--- src/rtl/aux_retry_pkg.sv ---
// Shared codes and state types for the AUX retry controller.
// Assumes a 3-bit engine status and a 4-bit sink reply code.
package aux_retry_pkg;

    localparam logic [2:0] ST_OK      = 3'd0;
    localparam logic [2:0] ST_INVALID = 3'd1;
    localparam logic [2:0] ST_TIMEOUT = 3'd2;
    localparam logic [2:0] ST_DISCON  = 3'd3;
    localparam logic [2:0] ST_NOENG   = 3'd4;

    localparam logic [3:0] RP_ACK       = 4'h0;
    localparam logic [3:0] RP_NACK      = 4'h1;
    localparam logic [3:0] RP_DEFER     = 4'h2;
    localparam logic [3:0] RP_BR_NACK   = 4'h4;
    localparam logic [3:0] RP_BR_DEFER  = 4'h8;
    localparam logic [3:0] RP_I2C_DEFER = 4'hC;

    typedef enum logic [1:0] {
        ACT_PASS,
        ACT_FAIL,
        ACT_RETRY
    } verdict_e;

    typedef enum logic [1:0] {
        FS_IDLE,
        FS_ISSUE,
        FS_EVAL,
        FS_PAUSE
    } fsm_e;

endpackage

--- src/rtl/aux_retry_timer.sv ---
// Pause timer: loads a length in microseconds or milliseconds and flags
// the last cycle of the pause. Assumes amt_i is non-zero when loaded.
module aux_retry_timer #(
    parameter int CLK_PER_US = 50,
    parameter int US_PER_MS  = 1000,
    parameter int AMT_W      = 9
) (
    input  logic             clk,
    input  logic             rst_n,
    input  logic             load_i,
    input  logic             unit_ms_i,
    input  logic [AMT_W-1:0] amt_i,
    output logic             last_o
);
    localparam int MS_CYC = CLK_PER_US * US_PER_MS;
    localparam int TMR_W  = AMT_W + $clog2(MS_CYC + 1);

    logic [TMR_W-1:0] scale;
    logic [TMR_W-1:0] remain;

    // Pick the cycles-per-unit factor for the requested unit.
    always_comb begin
        scale = unit_ms_i ? TMR_W'(MS_CYC) : TMR_W'(CLK_PER_US);
    end

    // Count the pause down to zero.
    always_ff @(posedge clk) begin
        if (!rst_n) begin
            remain <= '0;
        end else if (load_i) begin
            remain <= TMR_W'(amt_i) * scale;
        end else if (remain != '0) begin
            remain <= remain - 1'b1;
        end
    end

    assign last_o = (remain == TMR_W'(1));

endmodule

--- src/rtl/aux_retry_classify.sv ---
// Outcome classifier: from one attempt's status, reply and byte count
// plus the current budgets, computes the verdict, the pause and the
// updated budgets. Purely combinational; the attempt cap is applied above.
module aux_retry_classify
    import aux_retry_pkg::*;
#(
    parameter int CNT_W           = 3,
    parameter int LEN_W           = 5,
    parameter int DLY_W           = 8,
    parameter int DTIME_W         = 10,
    parameter int AMT_W           = 9,
    parameter int ACK_LIMIT       = 7,
    parameter int DEFER_LIMIT     = 7,
    parameter int I2C_DEFER_LIMIT = 7,
    parameter int INVALID_LIMIT   = 2,
    parameter int TIMEOUT_LIMIT   = 3,
    parameter int DEFER_TIME_MS   = 50,
    parameter int ACK_WAIT_US     = 300,
    parameter int INVALID_WAIT_US = 400
) (
    input  logic [2:0]         status_i,
    input  logic [3:0]         reply_i,
    input  logic [LEN_W-1:0]   bytes_i,
    input  logic [LEN_W-1:0]   len_i,
    input  logic               is_write_i,
    input  logic [DLY_W-1:0]   poll_ms_i,
    input  logic [DLY_W-1:0]   defer_ms_i,
    input  logic [CNT_W-1:0]   ack_cnt_i,
    input  logic [CNT_W-1:0]   def_cnt_i,
    input  logic [CNT_W-1:0]   i2c_cnt_i,
    input  logic [CNT_W-1:0]   to_cnt_i,
    input  logic [CNT_W-1:0]   inv_cnt_i,
    input  logic [DTIME_W-1:0] dtime_i,
    input  logic               seen_i,
    output logic [CNT_W-1:0]   ack_cnt_o,
    output logic [CNT_W-1:0]   def_cnt_o,
    output logic [CNT_W-1:0]   i2c_cnt_o,
    output logic [CNT_W-1:0]   to_cnt_o,
    output logic [CNT_W-1:0]   inv_cnt_o,
    output logic [DTIME_W-1:0] dtime_o,
    output logic               seen_o,
    output verdict_e           verdict_o,
    output logic               wait_ms_o,
    output logic [AMT_W-1:0]   wait_amt_o
);
    // Saturating add of a millisecond amount into the defer time.
    function automatic logic [DTIME_W-1:0] add_ms(input logic [DTIME_W-1:0] base,
                                                  input logic [DLY_W-1:0]   inc);
        logic [DTIME_W:0] sum;
        sum = {1'b0, base} + {{(DTIME_W + 1 - DLY_W){1'b0}}, inc};
        return sum[DTIME_W] ? {DTIME_W{1'b1}} : sum[DTIME_W-1:0];
    endfunction

    logic defer_like;
    logic exit_now;

    assign defer_like = (reply_i == RP_DEFER) || (reply_i == RP_BR_DEFER);

    // Decide the verdict and the next budgets for the captured outcome.
    always_comb begin
        ack_cnt_o  = ack_cnt_i;
        def_cnt_o  = def_cnt_i;
        i2c_cnt_o  = i2c_cnt_i;
        to_cnt_o   = to_cnt_i;
        inv_cnt_o  = inv_cnt_i;
        dtime_o    = dtime_i;
        seen_o     = seen_i;
        verdict_o  = ACT_FAIL;
        wait_ms_o  = 1'b0;
        wait_amt_o = '0;
        exit_now   = 1'b0;
        case (status_i)
            ST_OK: begin
                to_cnt_o  = '0;
                inv_cnt_o = '0;
                if (reply_i == RP_ACK) begin
                    if (!is_write_i && (bytes_i != len_i)) begin
                        ack_cnt_o = ack_cnt_i + 1'b1;
                        if (ack_cnt_o >= CNT_W'(ACK_LIMIT)) begin
                            verdict_o = ACT_FAIL;
                        end else begin
                            verdict_o  = ACT_RETRY;
                            wait_amt_o = AMT_W'(ACK_WAIT_US);
                        end
                    end else begin
                        verdict_o = ACT_PASS;
                    end
                end else if (defer_like || (reply_i == RP_BR_NACK)) begin
                    if (reply_i == RP_DEFER) begin
                        dtime_o   = add_ms(dtime_i, poll_ms_i);
                        def_cnt_o = def_cnt_i + 1'b1;
                    end
                    if (defer_like) begin
                        seen_o = 1'b1;
                    end
                    exit_now = (def_cnt_o >= CNT_W'(DEFER_LIMIT)) &&
                               (dtime_o >= DTIME_W'(DEFER_TIME_MS));
                    if (exit_now) begin
                        verdict_o = ACT_FAIL;
                    end else begin
                        verdict_o = ACT_RETRY;
                        if (defer_like) begin
                            wait_ms_o  = 1'b1;
                            wait_amt_o = AMT_W'(defer_ms_i);
                            dtime_o    = add_ms(dtime_o, defer_ms_i);
                        end
                    end
                end else if (reply_i == RP_I2C_DEFER) begin
                    def_cnt_o = '0;
                    i2c_cnt_o = i2c_cnt_i + 1'b1;
                    verdict_o = (i2c_cnt_o >= CNT_W'(I2C_DEFER_LIMIT)) ? ACT_FAIL : ACT_RETRY;
                end else begin
                    verdict_o = ACT_FAIL;
                end
            end
            ST_INVALID: begin
                inv_cnt_o = inv_cnt_i + 1'b1;
                if (inv_cnt_o >= CNT_W'(INVALID_LIMIT)) begin
                    verdict_o = ACT_FAIL;
                end else begin
                    verdict_o  = ACT_RETRY;
                    wait_amt_o = AMT_W'(INVALID_WAIT_US);
                end
            end
            ST_TIMEOUT: begin
                if (seen_i) begin
                    def_cnt_o = def_cnt_i + 1'b1;
                    if (def_cnt_o >= CNT_W'(DEFER_LIMIT)) begin
                        verdict_o = ACT_FAIL;
                    end else begin
                        verdict_o  = ACT_RETRY;
                        wait_ms_o  = 1'b1;
                        wait_amt_o = AMT_W'(defer_ms_i);
                    end
                end else begin
                    to_cnt_o  = to_cnt_i + 1'b1;
                    verdict_o = (to_cnt_o >= CNT_W'(TIMEOUT_LIMIT)) ? ACT_FAIL : ACT_RETRY;
                end
            end
            default: verdict_o = ACT_FAIL;
        endcase
    end

endmodule

--- src/rtl/aux_retry_ctrl.sv ---
// AUX retry controller top: sequences attempts through the engine
// handshake, applies the attempt cap, runs pauses and reports the result.
// Assumes the engine holds its outcome valid in the cycle eng_ack_i is high.
module aux_retry_ctrl
    import aux_retry_pkg::*;
#(
    parameter int MAX_ATTEMPTS    = 7,
    parameter int ACK_LIMIT       = 7,
    parameter int DEFER_LIMIT     = 7,
    parameter int I2C_DEFER_LIMIT = 7,
    parameter int INVALID_LIMIT   = 2,
    parameter int TIMEOUT_LIMIT   = 3,
    parameter int DEFER_TIME_MS   = 50,
    parameter int ACK_WAIT_US     = 300,
    parameter int INVALID_WAIT_US = 400,
    parameter int CLK_PER_US      = 50,
    parameter int US_PER_MS       = 1000,
    parameter int LEN_W           = 5,
    parameter int DLY_W           = 8
) (
    input  logic             clk,
    input  logic             rst_n,
    input  logic             start_i,
    input  logic             is_write_i,
    input  logic [LEN_W-1:0] req_len_i,
    input  logic [DLY_W-1:0] poll_ms_i,
    input  logic [DLY_W-1:0] defer_ms_i,
    output logic             idle_o,
    output logic             done_o,
    output logic             pass_o,
    output logic [3:0]       reply_o,
    output logic             eng_req_o,
    input  logic             eng_ack_i,
    input  logic [2:0]       eng_status_i,
    input  logic [3:0]       eng_reply_i,
    input  logic [LEN_W-1:0] eng_bytes_i
);
    localparam int CNT_W   = $clog2(MAX_ATTEMPTS + 1);
    localparam int DTIME_W = DLY_W + 2;
    localparam int US_MAX  = (ACK_WAIT_US > INVALID_WAIT_US) ? ACK_WAIT_US : INVALID_WAIT_US;
    localparam int US_W    = $clog2(US_MAX + 1);
    localparam int AMT_W   = (US_W > DLY_W) ? US_W : DLY_W;

    fsm_e               state;
    logic [CNT_W-1:0]   attempts;
    logic [CNT_W-1:0]   ack_cnt, def_cnt, i2c_cnt, to_cnt, inv_cnt;
    logic [DTIME_W-1:0] dtime;
    logic               seen;
    logic [2:0]         cap_status;
    logic [3:0]         cap_reply;
    logic [LEN_W-1:0]   cap_bytes;
    logic               lat_write;
    logic [LEN_W-1:0]   lat_len;
    logic [DLY_W-1:0]   lat_poll;
    logic [DLY_W-1:0]   lat_defer;
    logic               done_q, pass_q;
    logic [3:0]         reply_q;

    logic [CNT_W-1:0]   n_ack, n_def, n_i2c, n_to, n_inv;
    logic [DTIME_W-1:0] n_dtime;
    logic               n_seen;
    verdict_e           verdict;
    logic               wait_ms;
    logic [AMT_W-1:0]   wait_amt;
    logic               cap_hit;
    logic               finish;
    logic               tmr_load;
    logic               tmr_last;

    aux_retry_classify #(
        .CNT_W           (CNT_W),
        .LEN_W           (LEN_W),
        .DLY_W           (DLY_W),
        .DTIME_W         (DTIME_W),
        .AMT_W           (AMT_W),
        .ACK_LIMIT       (ACK_LIMIT),
        .DEFER_LIMIT     (DEFER_LIMIT),
        .I2C_DEFER_LIMIT (I2C_DEFER_LIMIT),
        .INVALID_LIMIT   (INVALID_LIMIT),
        .TIMEOUT_LIMIT   (TIMEOUT_LIMIT),
        .DEFER_TIME_MS   (DEFER_TIME_MS),
        .ACK_WAIT_US     (ACK_WAIT_US),
        .INVALID_WAIT_US (INVALID_WAIT_US)
    ) u_classify (
        .status_i   (cap_status),
        .reply_i    (cap_reply),
        .bytes_i    (cap_bytes),
        .len_i      (lat_len),
        .is_write_i (lat_write),
        .poll_ms_i  (lat_poll),
        .defer_ms_i (lat_defer),
        .ack_cnt_i  (ack_cnt),
        .def_cnt_i  (def_cnt),
        .i2c_cnt_i  (i2c_cnt),
        .to_cnt_i   (to_cnt),
        .inv_cnt_i  (inv_cnt),
        .dtime_i    (dtime),
        .seen_i     (seen),
        .ack_cnt_o  (n_ack),
        .def_cnt_o  (n_def),
        .i2c_cnt_o  (n_i2c),
        .to_cnt_o   (n_to),
        .inv_cnt_o  (n_inv),
        .dtime_o    (n_dtime),
        .seen_o     (n_seen),
        .verdict_o  (verdict),
        .wait_ms_o  (wait_ms),
        .wait_amt_o (wait_amt)
    );

    aux_retry_timer #(
        .CLK_PER_US (CLK_PER_US),
        .US_PER_MS  (US_PER_MS),
        .AMT_W      (AMT_W)
    ) u_timer (
        .clk       (clk),
        .rst_n     (rst_n),
        .load_i    (tmr_load),
        .unit_ms_i (wait_ms),
        .amt_i     (wait_amt),
        .last_o    (tmr_last)
    );

    // Attempt cap and end-of-transfer decision for the evaluation cycle.
    always_comb begin
        cap_hit  = (attempts >= CNT_W'(MAX_ATTEMPTS));
        finish   = (verdict != ACT_RETRY) || cap_hit;
        tmr_load = (state == FS_EVAL) && !finish && (wait_amt != '0);
    end

    // Sequencer: start, issue, evaluate, pause.
    always_ff @(posedge clk) begin
        if (!rst_n) begin
            state      <= FS_IDLE;
            attempts   <= '0;
            ack_cnt    <= '0;
            def_cnt    <= '0;
            i2c_cnt    <= '0;
            to_cnt     <= '0;
            inv_cnt    <= '0;
            dtime      <= '0;
            seen       <= 1'b0;
            cap_status <= '0;
            cap_reply  <= '0;
            cap_bytes  <= '0;
            lat_write  <= 1'b0;
            lat_len    <= '0;
            lat_poll   <= '0;
            lat_defer  <= '0;
            done_q     <= 1'b0;
            pass_q     <= 1'b0;
            reply_q    <= '0;
        end else begin
            done_q <= 1'b0;
            case (state)
                FS_IDLE: begin
                    if (start_i) begin
                        attempts  <= '0;
                        ack_cnt   <= '0;
                        def_cnt   <= '0;
                        i2c_cnt   <= '0;
                        to_cnt    <= '0;
                        inv_cnt   <= '0;
                        dtime     <= '0;
                        seen      <= 1'b0;
                        lat_write <= is_write_i;
                        lat_len   <= req_len_i;
                        lat_poll  <= poll_ms_i;
                        lat_defer <= defer_ms_i;
                        state     <= FS_ISSUE;
                    end
                end
                FS_ISSUE: begin
                    if (eng_ack_i) begin
                        cap_status <= eng_status_i;
                        cap_reply  <= eng_reply_i;
                        cap_bytes  <= eng_bytes_i;
                        attempts   <= attempts + 1'b1;
                        state      <= FS_EVAL;
                    end
                end
                FS_EVAL: begin
                    ack_cnt <= n_ack;
                    def_cnt <= n_def;
                    i2c_cnt <= n_i2c;
                    to_cnt  <= n_to;
                    inv_cnt <= n_inv;
                    dtime   <= n_dtime;
                    seen    <= n_seen;
                    if (finish) begin
                        done_q  <= 1'b1;
                        pass_q  <= (verdict == ACT_PASS);
                        reply_q <= cap_reply;
                        state   <= FS_IDLE;
                    end else if (wait_amt != '0) begin
                        state <= FS_PAUSE;
                    end else begin
                        state <= FS_ISSUE;
                    end
                end
                FS_PAUSE: begin
                    if (tmr_last) begin
                        state <= FS_ISSUE;
                    end
                end
                default: state <= FS_IDLE;
            endcase
        end
    end

    assign idle_o    = (state == FS_IDLE);
    assign eng_req_o = (state == FS_ISSUE);
    assign done_o    = done_q;
    assign pass_o    = pass_q;
    assign reply_o   = reply_q;

endmodule

--- config.mk ---
export PLATFORM = sky130hd
export DESIGN_NAME = aux_retry_ctrl
export DESIGN_NICKNAME = d
export VERILOG_FILES = /design/src/rtl/aux_retry_pkg.sv /design/src/rtl/aux_retry_timer.sv /design/src/rtl/aux_retry_classify.sv /design/src/rtl/aux_retry_ctrl.sv
export SDC_FILE = /design/constraint.sdc
export NUM_CORES = 1
export LEC_CHECK = 0
export CELL_PAD_IN_SITES_DETAIL_PLACEMENT = 1
export CELL_PAD_IN_SITES_GLOBAL_PLACEMENT = 2
export CORE_MARGIN = 10
export CORE_UTILIZATION = 41
export CTS_BUF_LIST = sky130_fd_sc_hd__clkbuf_2 sky130_fd_sc_hd__clkbuf_4 sky130_fd_sc_hd__clkbuf_8
export CTS_CLUSTER_SIZE = 20
export DETAILED_ROUTE_END_ITERATION = 10
export GPL_ROUTABILITY_DRIVEN = 0
export GPL_TIMING_DRIVEN = 0
export PLACE_DENSITY = 0.88
export SLEW_MARGIN = 10
export SYNTH_ARGS = -nofsm -noshare
export SYNTH_HDL_FRONTEND = slang
export SYNTH_SLANG_ARGS = --single-unit
--- constraint.sdc ---
create_clock -name clk -period 11 [get_ports clk]
set_clock_uncertainty 0.1 [all_clocks]
set_input_delay 1.65 -clock clk [delete_from_list [all_inputs] [get_ports clk]]
set_output_delay 1.65 -clock clk [all_outputs]
set_load 0.01 [all_outputs]
**Word level (Yosys, flattened, before mapping)**

Index checks and enable logic that the tools add are counted.

- Register bits after elaboration: 96
- Output and inout port bits: 8

- Add/subtract/negate cells: 9
- Multiply operators: 1
- Magnitude comparators: 8
- Equal/unequal tests: 29
- Multiplexer cells: 85
- Reduce and logical (&&, ||, !) cells: 31

Operators with widths:

| operator | number |
|---|---|
| two-way mux 10 bit | 12 |
| two-way mux 9 bit | 7 |
| two-way mux 3 bit | 18 |
| case mux 3 bit (2 select lines) | 9 |
| two-way mux 25 bit | 2 |
| two-way mux 2 bit | 16 |
| case mux 9 bit (3 select lines) | 1 |
| equality test 25 x 1 -> 1 bit (second input constant) | 1 |
| multiplier 9 x 25 -> 25 bit | 1 |
| nonzero test 25 bit | 1 |
| subtractor 25 x 1 -> 25 bit (second input constant) | 1 |
| adder 10 x 8 -> 11 bit | 2 |
| case mux 10 bit (2 select lines) | 1 |
| adder 3 x 1 -> 3 bit (second input constant) | 6 |
| AND reduction 6 bit | 3 |
| two-way mux 16 bit | 1 |
| two-way mux 8 bit | 2 |
| greater-or-equal comparator 3 bit (second input constant) | 5 |
| != test 2 x 1 -> 1 bit (second input constant) | 7 |
| two-way mux 1 bit | 12 |
| greater-or-equal comparator 10 x 6 -> 1 bit (second input constant) | 1 |
| != test 2 bit (second input constant) | 5 |
| AND reduction 5 bit | 2 |
| != test 3 bit (second input constant) | 3 |
| 25 further kinds | 44 |

**Longest topological paths before layout**

- Word-level depth: 18
- Gate-level depth with buffers: 29
- Depth with buffers taken out: 29

**Modules after synthesis**

Synthesis repeated with hierarchy kept, for this count alone.

- Cells, all modules: 1095
- Area, all modules: 8695.8 um^2

Modules (own cells, without submodules):

| module | times used | cells an instance | area each (um^2) | seq. area each (um^2) |
|---|---|---|---|---|
| aux_retry_timer | 1 | 451 | 3771.1 | 500.5 |
| aux_retry_ctrl | 1 | 300 | 2638.8 | 1421.4 |
| aux_retry_classify | 1 | 344 | 2285.9 | 0.0 |

**Worst setup path before layout**

No wires, ideal clock.

- Path type: register to register
- From: reg dtime[0]
- To: reg u_timer.remain[23]
- Setup time: 0.072 ns
- Arrival time: 6.793 ns
- Data required time: 10.828 ns
- Path slack: 4.036 ns
- Stages on the path, launching flop included: 29
- Buffers on the path: 0
- Clock period less this slack: 6.964 ns
- Cells stage by stage: dfxtp_1 -> ha_1 -> inv_1 -> fa_1 -> nor2b_1 -> o22a_1 -> xnor2_1 -> o311ai_1 -> a211oi_2 -> a31o_2 -> and2_1 -> nor2_1 -> fa_1 -> fa_1 -> inv_1 -> fa_1 -> inv_1 -> fa_1 -> inv_1 -> ha_1 -> o21a_1 -> o21a_1 -> o22ai_1 -> o21ai_1 -> o41ai_1 -> a21oi_1 -> or4_1 -> a41o_1 -> mux2i_1

- Word-level cells in the longest chain between the ends: 18
- Elaborated cells on any way between the ends: 30
- Those cells by class: add/sub (1); mul (1); order compare (1); eq/ne (1); mux (19); reduce/logical (7)

RTL lines:

| what | line | text |
|---|---|---|
| start, declared | aux_retry_ctrl.sv:47 | `logic [DTIME_W-1:0] dtime;` |
| start signal, assigned | aux_retry_ctrl.sv:188 | `dtime <= n_dtime;` |
| adder 10 x 8 -> 11 bit | aux_retry_classify.sv:50 | `sum = {1'b0, base} + {{(DTIME_W + 1 - DLY_W){1'b0}}, inc};` |
| two-way mux 10 bit | aux_retry_classify.sv:51 | `return sum[DTIME_W] ? {DTIME_W{1'b1}} : sum[DTIME_W-1:0];` |
| two-way mux 10 bit (*) | aux_retry_classify.sv:89 | `if (reply_i == RP_DEFER) begin` |
| two-way mux 10 bit (*) | aux_retry_classify.sv:88 | `end else if (defer_like \|\| (reply_i == RP_BR_NACK)) begin` |
| two-way mux 10 bit (*) | aux_retry_classify.sv:76 | `if (reply_i == RP_ACK) begin` |
| two-way mux 10 bit (*) | aux_retry_classify.sv:72 | `case (status_i)` |
| greater-or-equal comparator 10 x 6 -> 1 bit (*) | aux_retry_classify.sv:97 | `(dtime_o >= DTIME_W'(DEFER_TIME_MS));` |
| logical AND 1 bit (*) | aux_retry_classify.sv:96 | `exit_now = (def_cnt_o >= CNT_W'(DEFER_LIMIT)) &&` |
| branches (longest 10 deep; another with multiplier 9 x 25 -> 25 bit) | - |  |
| end signal, assigned | aux_retry_timer.sv:31 | `remain <= TMR_W'(amt_i) * scale;` |
| end signal, assigned | aux_retry_timer.sv:33 | `remain <= remain - 1'b1;` |
| end, declared | aux_retry_timer.sv:19 | `logic [TMR_W-1:0] remain;` |

Every way passes the cells marked *. The select of a mux whose other input is x is not followed.
A chain may end at the register's enable or synchronous reset.

**Worst setup path in the final report**

- From: reg dtime[1]
- To: reg u_timer.remain[23]

The elaborated chain is that of the path after synthesis.

==> flow_metrics.tcl <==
set metrics [dict create \
    worst_pin_slew_ps 783 \
    synth_mux_area_frac 0.0310 \
    hold_viol 0 \
    start_util 0.417 \
    vdd_ir_drop_max_mv 0.0756 \
    ys_ff_latch 96 \
    yosys.area_share.adder 0.219 \
    synth_ff_type "dfxtp_1" \
    powerDensity_nw_per_um2 160 \
    routed-via-count 7610 \
    io_buffers 44 \
    final_cells 1403 \
    r2r_start "dtime[1]$_SDFFE_PN0P_" \
    syn_avg_cell_area_um2 7.91 \
    cts_resized 0 \
    worst_slack_ps 2740 \
    numClockSinks 96 \
    max_freq_mhz 121 \
    cp-start-kind "flip-flop" \
    wl_mm 24.0 \
    r2r-end "u_timer.remain[23]$_SDFFE_PN0P_" \
    synthCells 1066 \
    ys_seq_area_frac 0.228 \
    cp.required_ps 11220 \
    path_max_fanout 10 \
    num_rows 52 \
    root_buffer "clkbuf_8" \
    ios 46 \
    syn_area_um2 8430 \
    slew_violations 0 \
    dr.pass1.iters 5 \
    routed_via_density 5.42 \
    wl_per_cell_um 17.1 \
    drt_iter0_drc 319 \
    finalSetupViolCount 0 \
    clkTransAtPathRegs_ps 120 \
    grt_pass1_wl_mm 39.7 \
    grt_max_degree 21 \
    core_um2 20200 \
    grt_usage 0.181 \
    synth_cell_type_count 73 \
    drive_gt1_frac 0.0450 \
    synthToLayoutAreaGrowth_pct 12.0 \
    period_minus_slack_ps 8260 \
    synth-edff-count 0 \
    grt_pass1_vias 7809 \
    hpwlAfterDp_mm 19.3 \
    clock_path_buffers 2 \
    tritoncts "done" \
    critical_path.most_common_cell "fa_1" \
    place_ws_ps 2790 \
    rsz0062_at_grt "false" \
    hp-class "reg -> reg" \
    cp.depth 26 \
    synth-simple-area-share 0.209 \
    setup_tns_ps 0 \
    crit_buf_inv 3 \
    crit_start "dtime[1]$_SDFFE_PN0P_" \
    end_kind "flip-flop" \
    placed_cells_incl_taps 1387 \
    cp_slowest_cell "o41ai_1" \
    numCtsBuffers 9 \
    die_y_um 163 \
    cpPeakStageDelay_ps 530 \
    synthArstFlopShare 0 \
    cts_setup_buffers 0 \
    reg2reg_depth 26 \
    synth_compound_area_frac 0.185 \
    utilization 0.466 \
    antenna_left 0 \
    fin_crit_sh 0.751 \
    slew_headroom 0.478 \
    critPathKind "reg -> reg" \
    overflow 0 \
    cts-htree-levels 3 \
    rrSetupSlack_ps 2740 \
    yosys_warnings 0 \
    nets 1295 \
    antenna_cells 0 \
    path_delay_family "compound AO/OA/AOI/OAI gates" \
    clock_latency_ps 400 \
    antenna_found_initial 0 \
    synth_top_family_by_area "adder cells" \
    postCtsHoldBufs 0 \
    die_x_um 163 \
    crit_path_end "u_timer.remain[23]$_SDFFE_PN0P_" \
    status "finished clean" \
    critical_path_arrival_ps 8480 \
    drc 0 \
    leakage_nw 4.37 \
    maxCapViolations 0 \
    dieArea_um2 26700 \
    synth-xor-area-share 0.0571 \
]
## Yosys cell counts, types with 9 or more instances
cell	instances	area [um^2]
a21oi_1	96	480
a31oi_1	13	81.3
and2_1	12	75.1
clkbuf_1	30	113
dfxtp_1	96	1920
fa_1	31	621
ha_1	98	1230
inv_1	105	394
mux2i_1	25	250
nand2_1	163	612
nand2b_1	9	56.3
nand3_1	28	140
nor2_1	65	244
nor3_1	27	135
nor4_1	9	56.3
o21a_1	10	75.1
o21ai_0	33	165
o221ai_1	11	96.3
or2_2	9	56.3
or3_1	10	62.6
xnor2_1	24	210
xor2_1	31	272
## how the worst min path moves through the flow
stage | start | end | slack [ps] | cells past startpoint
finish | pass_o$_SDFFE_PN0P_ | pass_o$_SDFFE_PN0P_ | 370 | 2
global route | lat_poll[0]$_SDFFE_PN0P_ | lat_poll[0]$_SDFFE_PN0P_ | 400 | 2
CTS | pass_o$_SDFFE_PN0P_ | pass_o$_SDFFE_PN0P_ | 370 | 2
detailed placement | lat_poll[0]$_SDFFE_PN0P_ | lat_poll[0]$_SDFFE_PN0P_ | 360 | 2
global placement | lat_poll[0]$_SDFFE_PN0P_ | lat_poll[0]$_SDFFE_PN0P_ | 350 | 2
floorplan | lat_poll[0]$_SDFFE_PN0P_ | lat_poll[0]$_SDFFE_PN0P_ | 340 | 2
## worst reg2reg max path: stages (launching register included)
cell	delay [ps]
dfxtp_1	450
ha_1	290
a211oi_1	460
o211ai_1	210
a221oi_1	430
a31oi_1	190
a211oi_2	340
a31o_2	340
and2_1	380
nor2_1	110
fa_1	440
fa_1	490
inv_1	50
fa_1	490
inv_1	60
fa_1	520
inv_1	40
ha_1	350
o21a_1	210
o21a_1	160
o22ai_1	300
o21ai_1	190
o41ai_1	530
a21oi_1	220
or4_1	450
a41o_1	250
mux2i_1	120
## logic make-up after synthesis
family	after synthesis
AO/OA/AOI/OAI	239
XOR/XNOR	55
adder cells (fa/ha/maj)	129
buffers and inverters	145
flip-flops	96
multiplexers	26
other	2
AND/OR/NAND/NOR	374
## through the flow
stage               area [um^2]  total power (W)  hold WS (ps)
finish                     9440          0.00151           367
global route               9440          0.00166           404
CTS                        9440          0.00153           373
detailed placement         9230          0.00126           355
global placement           9230          0.00124           352
floorplan                  8460          0.00105           340
## layout make-up
class | count | area [um^2]
fill | 2554 | 10800
multi-input combinational | 832 | 5940
sequential | 96 | 1920
timing repair buffer | 44 | 440
inverter | 105 | 394
tap | 270 | 338
buffer | 40 | 198
clock buffer | 9 | 124
clock inverter | 7 | 81.3
## report_power, final
part | internal, W | leakage [nW] | switching, W
combinational | 0.000337 | 3.48 | 0.000495
clock | 0.0000916 | 0.104 | 0.000166
sequential | 0.000386 | 0.781 | 0.0000371
## layout by cell type (no fill, tap or decap), types with 9 or more instances in the layout
cell type	count
a21oi_1	96
a31oi_1	13
and2_1	12
clkbuf_1	30
clkbuf_8	9
clkdlybuf4s50_1	44
conb_1	9
dfxtp_1	96
fa_1	31
ha_1	98
inv_1	105
mux2i_1	25
nand2_1	163
nand2b_1	9
nand3_1	28
nor2_1	65
nor3_1	27
nor4_1	9
o21a_1	10
o21ai_0	33
o221ai_1	11
or2_2	9
or3_1	10
xnor2_1	24
xor2_1	31
## metal layers
layer  track usage  routed length [um]
met2         0.298               11200
met5             0                   0
met4        0.0422                 224
met1         0.246               11900
met3        0.0252                 676
## registers in the layout, summed over array words and instances, names as in the netlist
register        cells
u_timer.remain     25
dtime              10
lat_defer           8
lat_poll            8
cap_bytes           5
lat_len             5
cap_reply           4
reply_o             4
ack_cnt             3
attempts            3
cap_status          3
def_cnt             3
i2c_cnt             3
inv_cnt             3
to_cnt              3
state               2
done_o              1
lat_write           1
pass_o              1
seen                1
Note: power is estimated with default switching activity, not from simulation.
